**src/rtl/rcb_pkg.sv**
```systemverilog
package rcb_pkg;

   // Number of retire lanes built for a given limit (0 = unlimited).
   function automatic int lane_count(input int max_r, input int depth);
      return (max_r == 0 || max_r > depth) ? depth : max_r;
   endfunction

endpackage

```
**src/rtl/rcb_alloc.sv**
```systemverilog
module rcb_alloc #(
   parameter int DEPTH = 8,
   parameter int REQ_W = 8,
   parameter int PTR_W = 3,
   parameter int CNT_W = 4
) (
   input  logic             clk,
   input  logic             rst_n,
   input  logic             rsv_valid,
   input  logic [REQ_W-1:0] rsv_cnt,
   input  logic [CNT_W-1:0] ret_slots,
   output logic             rsv_ok,
   output logic [CNT_W-1:0] eff_cnt,
   output logic [PTR_W-1:0] tail,
   output logic [CNT_W-1:0] free_cnt,
   output logic             ovf_err
);

   logic [PTR_W-1:0] tail_q;
   logic [CNT_W-1:0] free_q;
   logic             ovf_q;

   always_comb begin
      if (rsv_cnt == '0)
         eff_cnt = CNT_W'(1);
      else if (rsv_cnt >= REQ_W'(DEPTH))
         eff_cnt = CNT_W'(DEPTH);
      else
         eff_cnt = CNT_W'(rsv_cnt);
   end

   assign rsv_ok   = rsv_valid && (free_q >= eff_cnt);
   assign tail     = tail_q;
   assign free_cnt = free_q;
   assign ovf_err  = ovf_q;

   always_ff @(posedge clk) begin
      if (!rst_n) begin
         tail_q <= '0;
         free_q <= CNT_W'(DEPTH);
         ovf_q  <= 1'b0;
      end else begin
         free_q <= free_q - (rsv_ok ? eff_cnt : '0) + ret_slots;
         if (rsv_ok)
            tail_q <= tail_q + PTR_W'(eff_cnt);
         ovf_q <= rsv_valid && !rsv_ok;
      end
   end

   AST_OVF_AFTER_REFUSAL: assert property (@(posedge clk) disable iff (!rst_n)
      rsv_valid && !rsv_ok |=> ovf_err);
   AST_FREE_IN_RANGE: assert property (@(posedge clk) disable iff (!rst_n)
      free_q <= CNT_W'(DEPTH));

endmodule

```
**src/rtl/rcb_store.sv**
```systemverilog
module rcb_store #(
   parameter int DEPTH = 8,
   parameter int IDX_W = 8,
   parameter int PTR_W = 3,
   parameter int CNT_W = 4
) (
   input  logic                            clk,
   input  logic                            rst_n,
   input  logic                            wr_en,
   input  logic [PTR_W-1:0]                wr_ptr,
   input  logic [IDX_W-1:0]                wr_idx,
   input  logic [CNT_W-1:0]                wr_nsl,
   input  logic                            ex_en,
   input  logic [PTR_W-1:0]                ex_ptr,
   input  logic [DEPTH-1:0]                clr_mask,
   output logic [DEPTH-1:0]                vld,
   output logic [DEPTH-1:0]                exe,
   output logic [DEPTH-1:0][IDX_W-1:0]     idx,
   output logic [DEPTH-1:0][CNT_W-1:0]     nsl
);

   for (genvar s = 0; s < DEPTH; s++) begin : g_slot
      always_ff @(posedge clk) begin
         if (!rst_n) begin
            vld[s] <= 1'b0;
            exe[s] <= 1'b0;
            idx[s] <= '0;
            nsl[s] <= '0;
         end else if (wr_en && wr_ptr == PTR_W'(s)) begin
            vld[s] <= 1'b1;
            exe[s] <= 1'b0;
            idx[s] <= wr_idx;
            nsl[s] <= wr_nsl;
         end else if (clr_mask[s]) begin
            vld[s] <= 1'b0;
            exe[s] <= 1'b0;
         end else if (ex_en && ex_ptr == PTR_W'(s) && vld[s]) begin
            exe[s] <= 1'b1;
         end
      end
   end

   AST_WRITE_TO_FREE_SLOT: assert property (@(posedge clk) disable iff (!rst_n)
      wr_en |-> !vld[wr_ptr]);
   AST_EXEC_TO_LIVE_ENTRY: assert property (@(posedge clk) disable iff (!rst_n)
      ex_en |-> vld[ex_ptr]);

endmodule

```
**src/rtl/rcb_retire.sv**
```systemverilog
module rcb_retire #(
   parameter int DEPTH = 8,
   parameter int IDX_W = 8,
   parameter int LANES = 2,
   parameter int PTR_W = 3,
   parameter int CNT_W = 4
) (
   input  logic                            clk,
   input  logic                            rst_n,
   input  logic [CNT_W-1:0]                used,
   input  logic [DEPTH-1:0]                vld,
   input  logic [DEPTH-1:0]                exe,
   input  logic [DEPTH-1:0][IDX_W-1:0]     idx,
   input  logic [DEPTH-1:0][CNT_W-1:0]     nsl,
   output logic [LANES-1:0]                ret_valid,
   output logic [LANES-1:0][IDX_W-1:0]     ret_idx,
   output logic [DEPTH-1:0]                clr_mask,
   output logic [CNT_W-1:0]                ret_slots
);

   localparam int SW = CNT_W + 1;

   logic [PTR_W-1:0] head_q;
   logic [PTR_W-1:0] pos [LANES+1];
   logic [SW-1:0]    cum [LANES+1];
   logic             go  [LANES+1];

   assign pos[0] = head_q;
   assign cum[0] = '0;
   assign go[0]  = 1'b1;

   for (genvar k = 0; k < LANES; k++) begin : g_lane
      assign ret_valid[k] = go[k] && (cum[k] < SW'(used)) && vld[pos[k]] && exe[pos[k]];
      assign ret_idx[k]   = idx[pos[k]];
      assign pos[k+1]     = pos[k] + PTR_W'(nsl[pos[k]]);
      assign cum[k+1]     = ret_valid[k] ? cum[k] + SW'(nsl[pos[k]]) : cum[k];
      assign go[k+1]      = ret_valid[k];
   end

   assign ret_slots = CNT_W'(cum[LANES]);

   always_comb begin
      clr_mask = '0;
      for (int k = 0; k < LANES; k++)
         if (ret_valid[k])
            clr_mask[pos[k]] = 1'b1;
   end

   always_ff @(posedge clk) begin
      if (!rst_n)
         head_q <= '0;
      else
         head_q <= head_q + PTR_W'(ret_slots);
   end

   AST_RETIRE_WITHIN_USED: assert property (@(posedge clk) disable iff (!rst_n)
      ret_slots <= used);

endmodule

```
**src/rtl/retire_ctrl_buf.sv**
```systemverilog
module retire_ctrl_buf #(
   parameter int DEPTH      = 8,
   parameter int IDX_W      = 8,
   parameter int REQ_W      = 8,
   parameter int RETIRE_MAX = 2,
   localparam int PTR_W     = $clog2(DEPTH),
   localparam int CNT_W     = PTR_W + 1,
   localparam int LANES     = rcb_pkg::lane_count(RETIRE_MAX, DEPTH)
) (
   input  logic                        clk,
   input  logic                        rst_n,
   input  logic                        rsv_valid,
   input  logic [IDX_W-1:0]            rsv_idx,
   input  logic [REQ_W-1:0]            rsv_cnt,
   output logic                        rsv_ok,
   output logic [PTR_W-1:0]            rsv_token,
   input  logic                        exec_valid,
   input  logic [PTR_W-1:0]            exec_token,
   output logic [LANES-1:0]            ret_valid,
   output logic [LANES-1:0][IDX_W-1:0] ret_idx,
   output logic [CNT_W-1:0]            free_cnt,
   output logic                        full,
   output logic                        empty,
   output logic                        ovf_err
);

   if (DEPTH < 2 || (DEPTH & (DEPTH - 1)) != 0) begin : g_bad_depth
      $error("retire_ctrl_buf: DEPTH must be a power of two of at least 2");
   end
   if (REQ_W < CNT_W) begin : g_bad_req
      $error("retire_ctrl_buf: REQ_W must be able to hold DEPTH");
   end
   if (RETIRE_MAX < 0) begin : g_bad_lim
      $error("retire_ctrl_buf: RETIRE_MAX must not be negative");
   end

   logic [CNT_W-1:0]                eff_cnt;
   logic [CNT_W-1:0]                ret_slots;
   logic [CNT_W-1:0]                used;
   logic [DEPTH-1:0]                vld;
   logic [DEPTH-1:0]                exe;
   logic [DEPTH-1:0][IDX_W-1:0]     idx;
   logic [DEPTH-1:0][CNT_W-1:0]     nsl;
   logic [DEPTH-1:0]                clr_mask;

   rcb_alloc #(
      .DEPTH(DEPTH), .REQ_W(REQ_W), .PTR_W(PTR_W), .CNT_W(CNT_W)
   ) u_alloc (
      .clk(clk), .rst_n(rst_n),
      .rsv_valid(rsv_valid), .rsv_cnt(rsv_cnt), .ret_slots(ret_slots),
      .rsv_ok(rsv_ok), .eff_cnt(eff_cnt), .tail(rsv_token),
      .free_cnt(free_cnt), .ovf_err(ovf_err)
   );

   rcb_store #(
      .DEPTH(DEPTH), .IDX_W(IDX_W), .PTR_W(PTR_W), .CNT_W(CNT_W)
   ) u_store (
      .clk(clk), .rst_n(rst_n),
      .wr_en(rsv_ok), .wr_ptr(rsv_token), .wr_idx(rsv_idx), .wr_nsl(eff_cnt),
      .ex_en(exec_valid), .ex_ptr(exec_token), .clr_mask(clr_mask),
      .vld(vld), .exe(exe), .idx(idx), .nsl(nsl)
   );

   assign used = CNT_W'(DEPTH) - free_cnt;

   rcb_retire #(
      .DEPTH(DEPTH), .IDX_W(IDX_W), .LANES(LANES), .PTR_W(PTR_W), .CNT_W(CNT_W)
   ) u_retire (
      .clk(clk), .rst_n(rst_n), .used(used),
      .vld(vld), .exe(exe), .idx(idx), .nsl(nsl),
      .ret_valid(ret_valid), .ret_idx(ret_idx),
      .clr_mask(clr_mask), .ret_slots(ret_slots)
   );

   assign full  = (free_cnt == '0);
   assign empty = (free_cnt == CNT_W'(DEPTH));

   AST_FULL_REFUSES: assert property (@(posedge clk) disable iff (!rst_n)
      full |-> !rsv_ok);
   AST_EMPTY_NO_RETIRE: assert property (@(posedge clk) disable iff (!rst_n)
      empty |-> ret_valid == '0);
   AST_FREE_HOLDS_IDLE: assert property (@(posedge clk) disable iff (!rst_n)
      !rsv_ok && ret_valid == '0 |=> $stable(free_cnt));

endmodule

```
**config.mk**
```make
export PLATFORM = sky130hd
export DESIGN_NAME = retire_ctrl_buf
export DESIGN_NICKNAME = d
export VERILOG_FILES = /design/src/rtl/rcb_pkg.sv /design/src/rtl/rcb_alloc.sv /design/src/rtl/rcb_store.sv /design/src/rtl/rcb_retire.sv /design/src/rtl/retire_ctrl_buf.sv
export SDC_FILE = /design/constraint.sdc
export NUM_CORES = 1
export LEC_CHECK = 0
export BUFFER_PORTS_ARGS = -buffer_cell sky130_fd_sc_hd__buf_2
export CORE_UTILIZATION = 55
export CTS_BUF_LIST = sky130_fd_sc_hd__clkbuf_4
export DETAILED_ROUTE_END_ITERATION = 10
export GPL_TIMING_DRIVEN = 0
export PLACE_DENSITY = 0.73
export SETUP_SLACK_MARGIN = 0.3
export SLEW_MARGIN = 5
export SYNTH_ARGS = -nofsm -noshare
export SYNTH_HDL_FRONTEND = slang
export SYNTH_SLANG_ARGS = --single-unit
```
**constraint.sdc**
```tcl
create_clock -name clk -period 14.3 [get_ports clk]
set_input_delay 2.145 -clock clk [delete_from_list [all_inputs] [get_ports clk]]
set_output_delay 2.145 -clock clk [all_outputs]
set_load 0.05 [all_outputs]
```
Word-level counts from Yosys, hierarchy flattened
Cells that the tools add are included.
{"block": "totals", "output_inout_bits": 29, "inputBits": 23, "wordCells": 165, "reg_bits": 123}
{"block": "op_classes", "bitwise": 2, "add_sub_neg": 7, "muxes": 43, "magnitude_cmp": 8, "eq_ne": 15, "reduce_logical": 54}
{"op": "$bmux 8 s3", "n": 2}
{"op": "$logic_and 1x1->1", "n": 33}
{"op": "$mux 8", "n": 4}
{"op": "$mux 4", "n": 7}
{"op": "$bmux 4 s3", "n": 2}
{"op": "$eq 3x3->1 const B", "n": 8}
{"op": "$reduce_or 3->1", "n": 8}
{"op": "$mux 1", "n": 22}
{"op": "$reduce_bool 2->1", "n": 8}
{"op": "$bmux 1 s3", "n": 4}
{"op": "$eq 3x2->1 const B", "n": 4}
{"op": "$add 3x3->3", "n": 3}
{"op": "$add 4x4->4", "n": 2}
{"op": "$ge 8x4->1 const B", "n": 1}
{"op": "$logic_not 8->1", "n": 1}
{"op": "$lt 3x4->1 const B", "n": 2}
{"op": "$or 8x8->8", "n": 1}
{"op": "$demux 1 s3", "n": 2}
{"op": "$eq 3x1->1 const B", "n": 2}
{"op": "$ge 3x1->1 const B", "n": 2}
{"op": "$logic_not 3->1", "n": 2}
{"op": "$lt 5x4->1", "n": 1}
{"op": "$eq 4x4->1 const B", "n": 1}
{"op": "$ge 4x4->1", "n": 1}
{"op": "6 further kinds", "n": 6}

Logic depth before layout (Yosys ltp)
{"block": "depth", "depth_word": 12, "depth_mapped": 29, "ltp_nobuf": 24}

By module
Synthesis repeated with hierarchy kept, for this count alone.
{"block": "unflattened", "hier_cells": 893, "area_unflattened_um2": 7637.3}
{"module": "rcb_store", "cells_each": 497, "instances": 1, "area_each_um2": 4350.4, "seq_area_each_um2": 2242.2}
{"module": "rcb_retire", "cells_each": 308, "instances": 1, "area_each_um2": 2552.4, "seq_area_each_um2": 60.1}
{"module": "rcb_alloc", "cells_each": 80, "instances": 1, "area_each_um2": 670.6, "seq_area_each_um2": 160.2}
{"module": "retire_ctrl_buf", "cells_each": 8, "instances": 1, "area_each_um2": 63.8, "seq_area_each_um2": 0.0}

Worst setup path before layout
Ideal clock, no wire load.
{"block": "synth_timing", "path_type": "in2out", "from": "in rsv_cnt[6]", "to": "out rsv_ok", "n_path_buf": 1, "cell_stages": 11, "arrival_time_ns": 4.638, "required_time_ns": 12.155, "setup_slack_ns": 7.517, "path_cell_list": "or4_1 > nor2_1 > o21a_1 > clkbuf_1 > ha_1 > nand2b_1 > a21o_1 > a21o_1 > a21o_1 > nand2_1 > inv_1"}
{"block": "synth_between", "elab_chain_cells": 5}
{"item": "start, declared", "line_no": "retire_ctrl_buf.sv:14", "source": "input logic [REQ_W-1:0] rsv_cnt,"}
{"item": "$ge 8x4->1", "line_no": "rcb_alloc.sv:26", "source": "else if (rsv_cnt >= REQ_W'(DEPTH))"}
{"item": "$mux 4", "line_no": "rcb_alloc.sv:26"}
{"item": "$mux 4 (*)", "line_no": "rcb_alloc.sv:24", "source": "if (rsv_cnt == '0)"}
{"item": "named net eff_cnt[0]", "line_no": "retire_ctrl_buf.sv:37", "source": "logic [CNT_W-1:0] eff_cnt;"}
{"item": "$ge 4x4->1 (*)", "line_no": "rcb_alloc.sv:32", "source": "assign rsv_ok = rsv_valid && (free_q >= eff_cnt);"}
{"item": "$logic_and 1x1->1 (*)", "line_no": "rcb_alloc.sv:32"}
{"item": "end, declared", "line_no": "retire_ctrl_buf.sv:15", "source": "output logic rsv_ok,"}
The timed path passes the listed nets; every way through them passes the cells marked *.

==> flow_summary.json <==
{
  "outcome": "complete, no violations",
  "crit_required_ns": 12.15,
  "async_reset_ff_share_pct": 0,
  "p_total_mw": 0.804,
  "insertion_delay_ns": 0.58,
  "floorplan.initialDensity_pct": 57.0,
  "relSlewSlack_pct": 20.4,
  "synth_ff_type": "dfxtp_1",
  "fmax_mhz": 129,
  "cts_buffer_depth": 2,
  "yosysSeqAreaShare_pct": 35.5,
  "path_depth": 14,
  "cts.repair.resized": 0,
  "slew_violations": 0,
  "finalSetupViolCount": 0,
  "ir_drop_mv": 0.0749,
  "cpMostUsedCell": "buf_2",
  "routed-via-count": 6475,
  "cp_num_buf_inv": 7,
  "placementRows": 40,
  "timing.final.crit_share_pct": 54.3,
  "rsz0062_at_grt": "false",
  "io_pins": 52,
  "antenna_left": 0,
  "die_area_um2": 13000,
  "dp_hpwl_um": 16300,
  "drc": 0,
  "worstPathMaxFanout": 10,
  "gp_congestion": 0.968,
  "grt-ovfl-total": 0,
  "maxCapViolCount": 0,
  "r2r-end": "u_alloc.free_cnt[3]",
  "fin_ws_ns": 6.53,
  "grt_start_max_net_pins": 17,
  "yosys.area.top_type": "dfxtp_1",
  "synth_common_cells": "123 x dfxtp_1, 75 x a22o_1, 71 x nand2_1, 41 x o21ai_0, 31 x inv_1",
  "n_fill_cell": 1083,
  "io_buffers": 42,
  "wl_per_cell_um": 23.7,
  "arrival_ns": 5.62,
  "regToRegSetupSlack_ns": 6.62,
  "worstHoldPathType": "reg2reg",
  "syn_area_um2": 6930,
  "cpMaxStageDelayCell": "clkbuf_1",
  "synth.most_common_cell": "dfxtp_1",
  "area_delta_synth_final_pct": 10.6,
  "crit_path_max_incr_delay_ns": 0.61,
  "cts_buffers": 17,
  "worstSetupPathType": "reg2out",
  "vias_per_cell": 6.72,
  "diodes": 0,
  "syn_inst": 721,
  "min_to": "u_store.nsl[19]",
  "synthDominantCellAreaShare_pct": 35.5,
  "grt_pass1_vias": 6173,
  "period_minus_slack_ns": 7.77,
  "synth_seq_cells": 123,
  "post_cts_buffers": 0,
  "root_buffer": "clkbuf_4",
  "dr.pass1.iters": 6,
  "worstHoldStart": "u_store.nsl[19]",
  "path_cells": "buf_6 > buf_6 > buf_2 > mux4_2 > nand2_1 > nand2_1 > fa_1 > buf_2 > buf_1 > clkbuf_1 > mux2_2 > a22oi_1 > o221ai_1 > buf_2",
  "wirelength_um": 22800,
  "tns_ns": 0,
  "regToRegStartpoint": "u_retire.head_q[0]",
  "grt_usage_pct": 36.7,
  "leakage_nw": 2.84,
  "final_hold_viol_count": 0,
  "syn_avg_cell_area_um2": 9.61,
  "finClkSkew_ns": 0.0246,
  "preCtsSetupSlack_ns": 6.78,
  "ff2ff_path_depth": 27,
  "htree_num_levels": 4,
  "cts_tree": "done",
  "critPathLaunch": "u_retire.head_q[0]",
  "critical-path-top-delay-family": "buffers and inverters",
  "synth.distinct_cells": 66,
  "cts-hold-fix-buffers": 0,
  "end_kind": "output port",
  "crit_path_start_kind": "register",
  "die_y_um": 114,
  "synth_nets": 768,
  "whs_path_depth": 2,
  "synth_edf_count": 0,
  "fp.dieW_um": 114,
  "fin_nets": 829,
  "antenna_found_initial": 0,
  "fp.coreArea_um2": 12200,
  "grt_pass1_wl_um": 35100,
  "powerDensity_nw_per_um2": 105,
  "drive_above_1_share_pct": 18.5,
  "drtIter0Drc": 767,
  "cts_sinks": 123,
  "yosysWarnings": 0,
  "worst_pin_slew_ns": 1.19,
  "yosys-top-cells-area": "dfxtp_1 36%, a22o_1 9.5%, mux4_2 7.2%, nand2_1 3.8%, mux2i_1 3.6%",
  "path_clk_slew_ns": 0.13
}
-- placed cells by master (no fill, tap or decap), types with 6 or more instances in the layout --
master	netlist	layout
buf_6	6	6
buf_1	11	11
a31oi_1	10	10
dfxtp_1	123	123
and2_1	8	8
nand3_1	8	8
o21ai_0	41	41
mux2_2	16	16
mux2i_1	25	25
nor2_1	28	28
buf_2	8	50
clkbuf_4	0	17
o22ai_1	6	6
xnor2_1	11	11
nand2_1	71	71
nor2b_1	9	9
mux4_2	22	22
a221oi_1	11	11
o31ai_1	9	9
nor3_1	23	21
a21oi_1	14	14
clkbuf_1	26	26
fa_1	7	7
o221ai_1	8	8
or3_1	7	7
and3_1	6	6
a22o_1	75	75
ha_1	17	17
inv_1	31	31
a22oi_1	9	9
nand2b_1	8	8
-- per-stage QoR --
stage                     std cells  util (%)  hold WS, ns  area (um^2)
after floorplan                 721         -        0.436         6930
after global placement          931      60.4        0.456         7350
after detailed placement        931      60.5        0.462         7350
after CTS                       963      62.9        0.485         7650
after global routing            963      63.0        0.505         7660
final                           963      63.0        0.484         7660
-- state kept, by name, indices dropped and copies added (netlist names) --
register,cells
u_alloc.free_cnt,4
u_alloc.ovf_err,1
u_alloc.tail,3
u_retire.head_q,3
u_store.exe,8
u_store.idx,64
u_store.nsl,32
u_store.vld,8
-- per-layer routing --
| metal | vias up | track usage (%) | part of all wire [%] | wire, um |
|---|---|---|---|---|
| met2 | 446 | 53.1 | 42 | 9680 |
| met3 | 83 | 11.1 | 13 | 3030 |
| met4 | 0 | 17.7 | 4.2 | 968 |
| li1 | 2847 | - | - | - |
| met1 | 3099 | 50.0 | 40 | 9120 |
| met5 | - | 0 | 0 | 0 |
-- report_power, final --
group / switching [mW] / total, mW / internal, mW
clock network: 0.146 / 0.267 / 0.121
registers: 0.00917 / 0.363 / 0.354
logic: 0.121 / 0.173 / 0.0520
total: 0.277 / 0.804 / 0.527
-- how the worst max path moves through the flow --
stage | slack, ns | to
6_report | 6.53 | ret_idx[8]
5_1_grt | 6.29 | u_alloc.free_cnt[3]
4_1_cts | 6.63 | ret_idx[8]
3_5_place_dp | 6.78 | u_alloc.free_cnt[3]
3_3_place_gp | 6.81 | u_alloc.free_cnt[3]
2_1_floorplan | 7.52 | rsv_ok
-- area by class of cell --
cell class / instances / area, um^2 / share of cell area, %
buffer: 53 / 262 / 3.41
sequential: 123 / 2460 / 32.2
timing repair buffer: 42 / 210 / 2.74
inverter: 31 / 116 / 1.52
tap: 168 / 210 / 2.74
clock inverter: 15 / 174 / 2.27
clock buffer: 17 / 128 / 1.67
multi-input combinational: 514 / 4100 / 53.5
-- kinds of logic (layout without fill, tap and decap cells) --
logic type	count (synthesis)	in the layout	share of synthesized area, %
AOI/OAI and AO/OA	220	220	24.3
muxes	65	65	13.7
buffers and inverters	84	158	5.46
and+or+nand+nor	191	191	13.8
DFF	123	123	35.5
xor gates and xnor gates	14	14	2.04
adders and majority gates	24	24	5.09
-- worst reg2reg max path, cell delays in order (launching register included) --
cell	delay (ns)
dfxtp_1	0.54
buf_6	0.21
buf_6	0.18
buf_2	0.35
mux4_2	0.55
nand2_1	0.08
nand2_1	0.09
fa_1	0.59
buf_2	0.25
buf_1	0.60
clkbuf_1	0.60
mux4_2	0.41
nand2_1	0.08
nand2_1	0.11
ha_1	0.22
inv_1	0.08
fa_1	0.43
mux2_1	0.33
fa_1	0.48
inv_1	0.07
ha_1	0.29
a21o_1	0.17
a21oi_1	0.17
xnor2_1	0.15
xnor2_1	0.16
xnor2_1	0.16
and2_1	0.15
mux2i_1	0.06
Power figures use the tool's default switching activity.
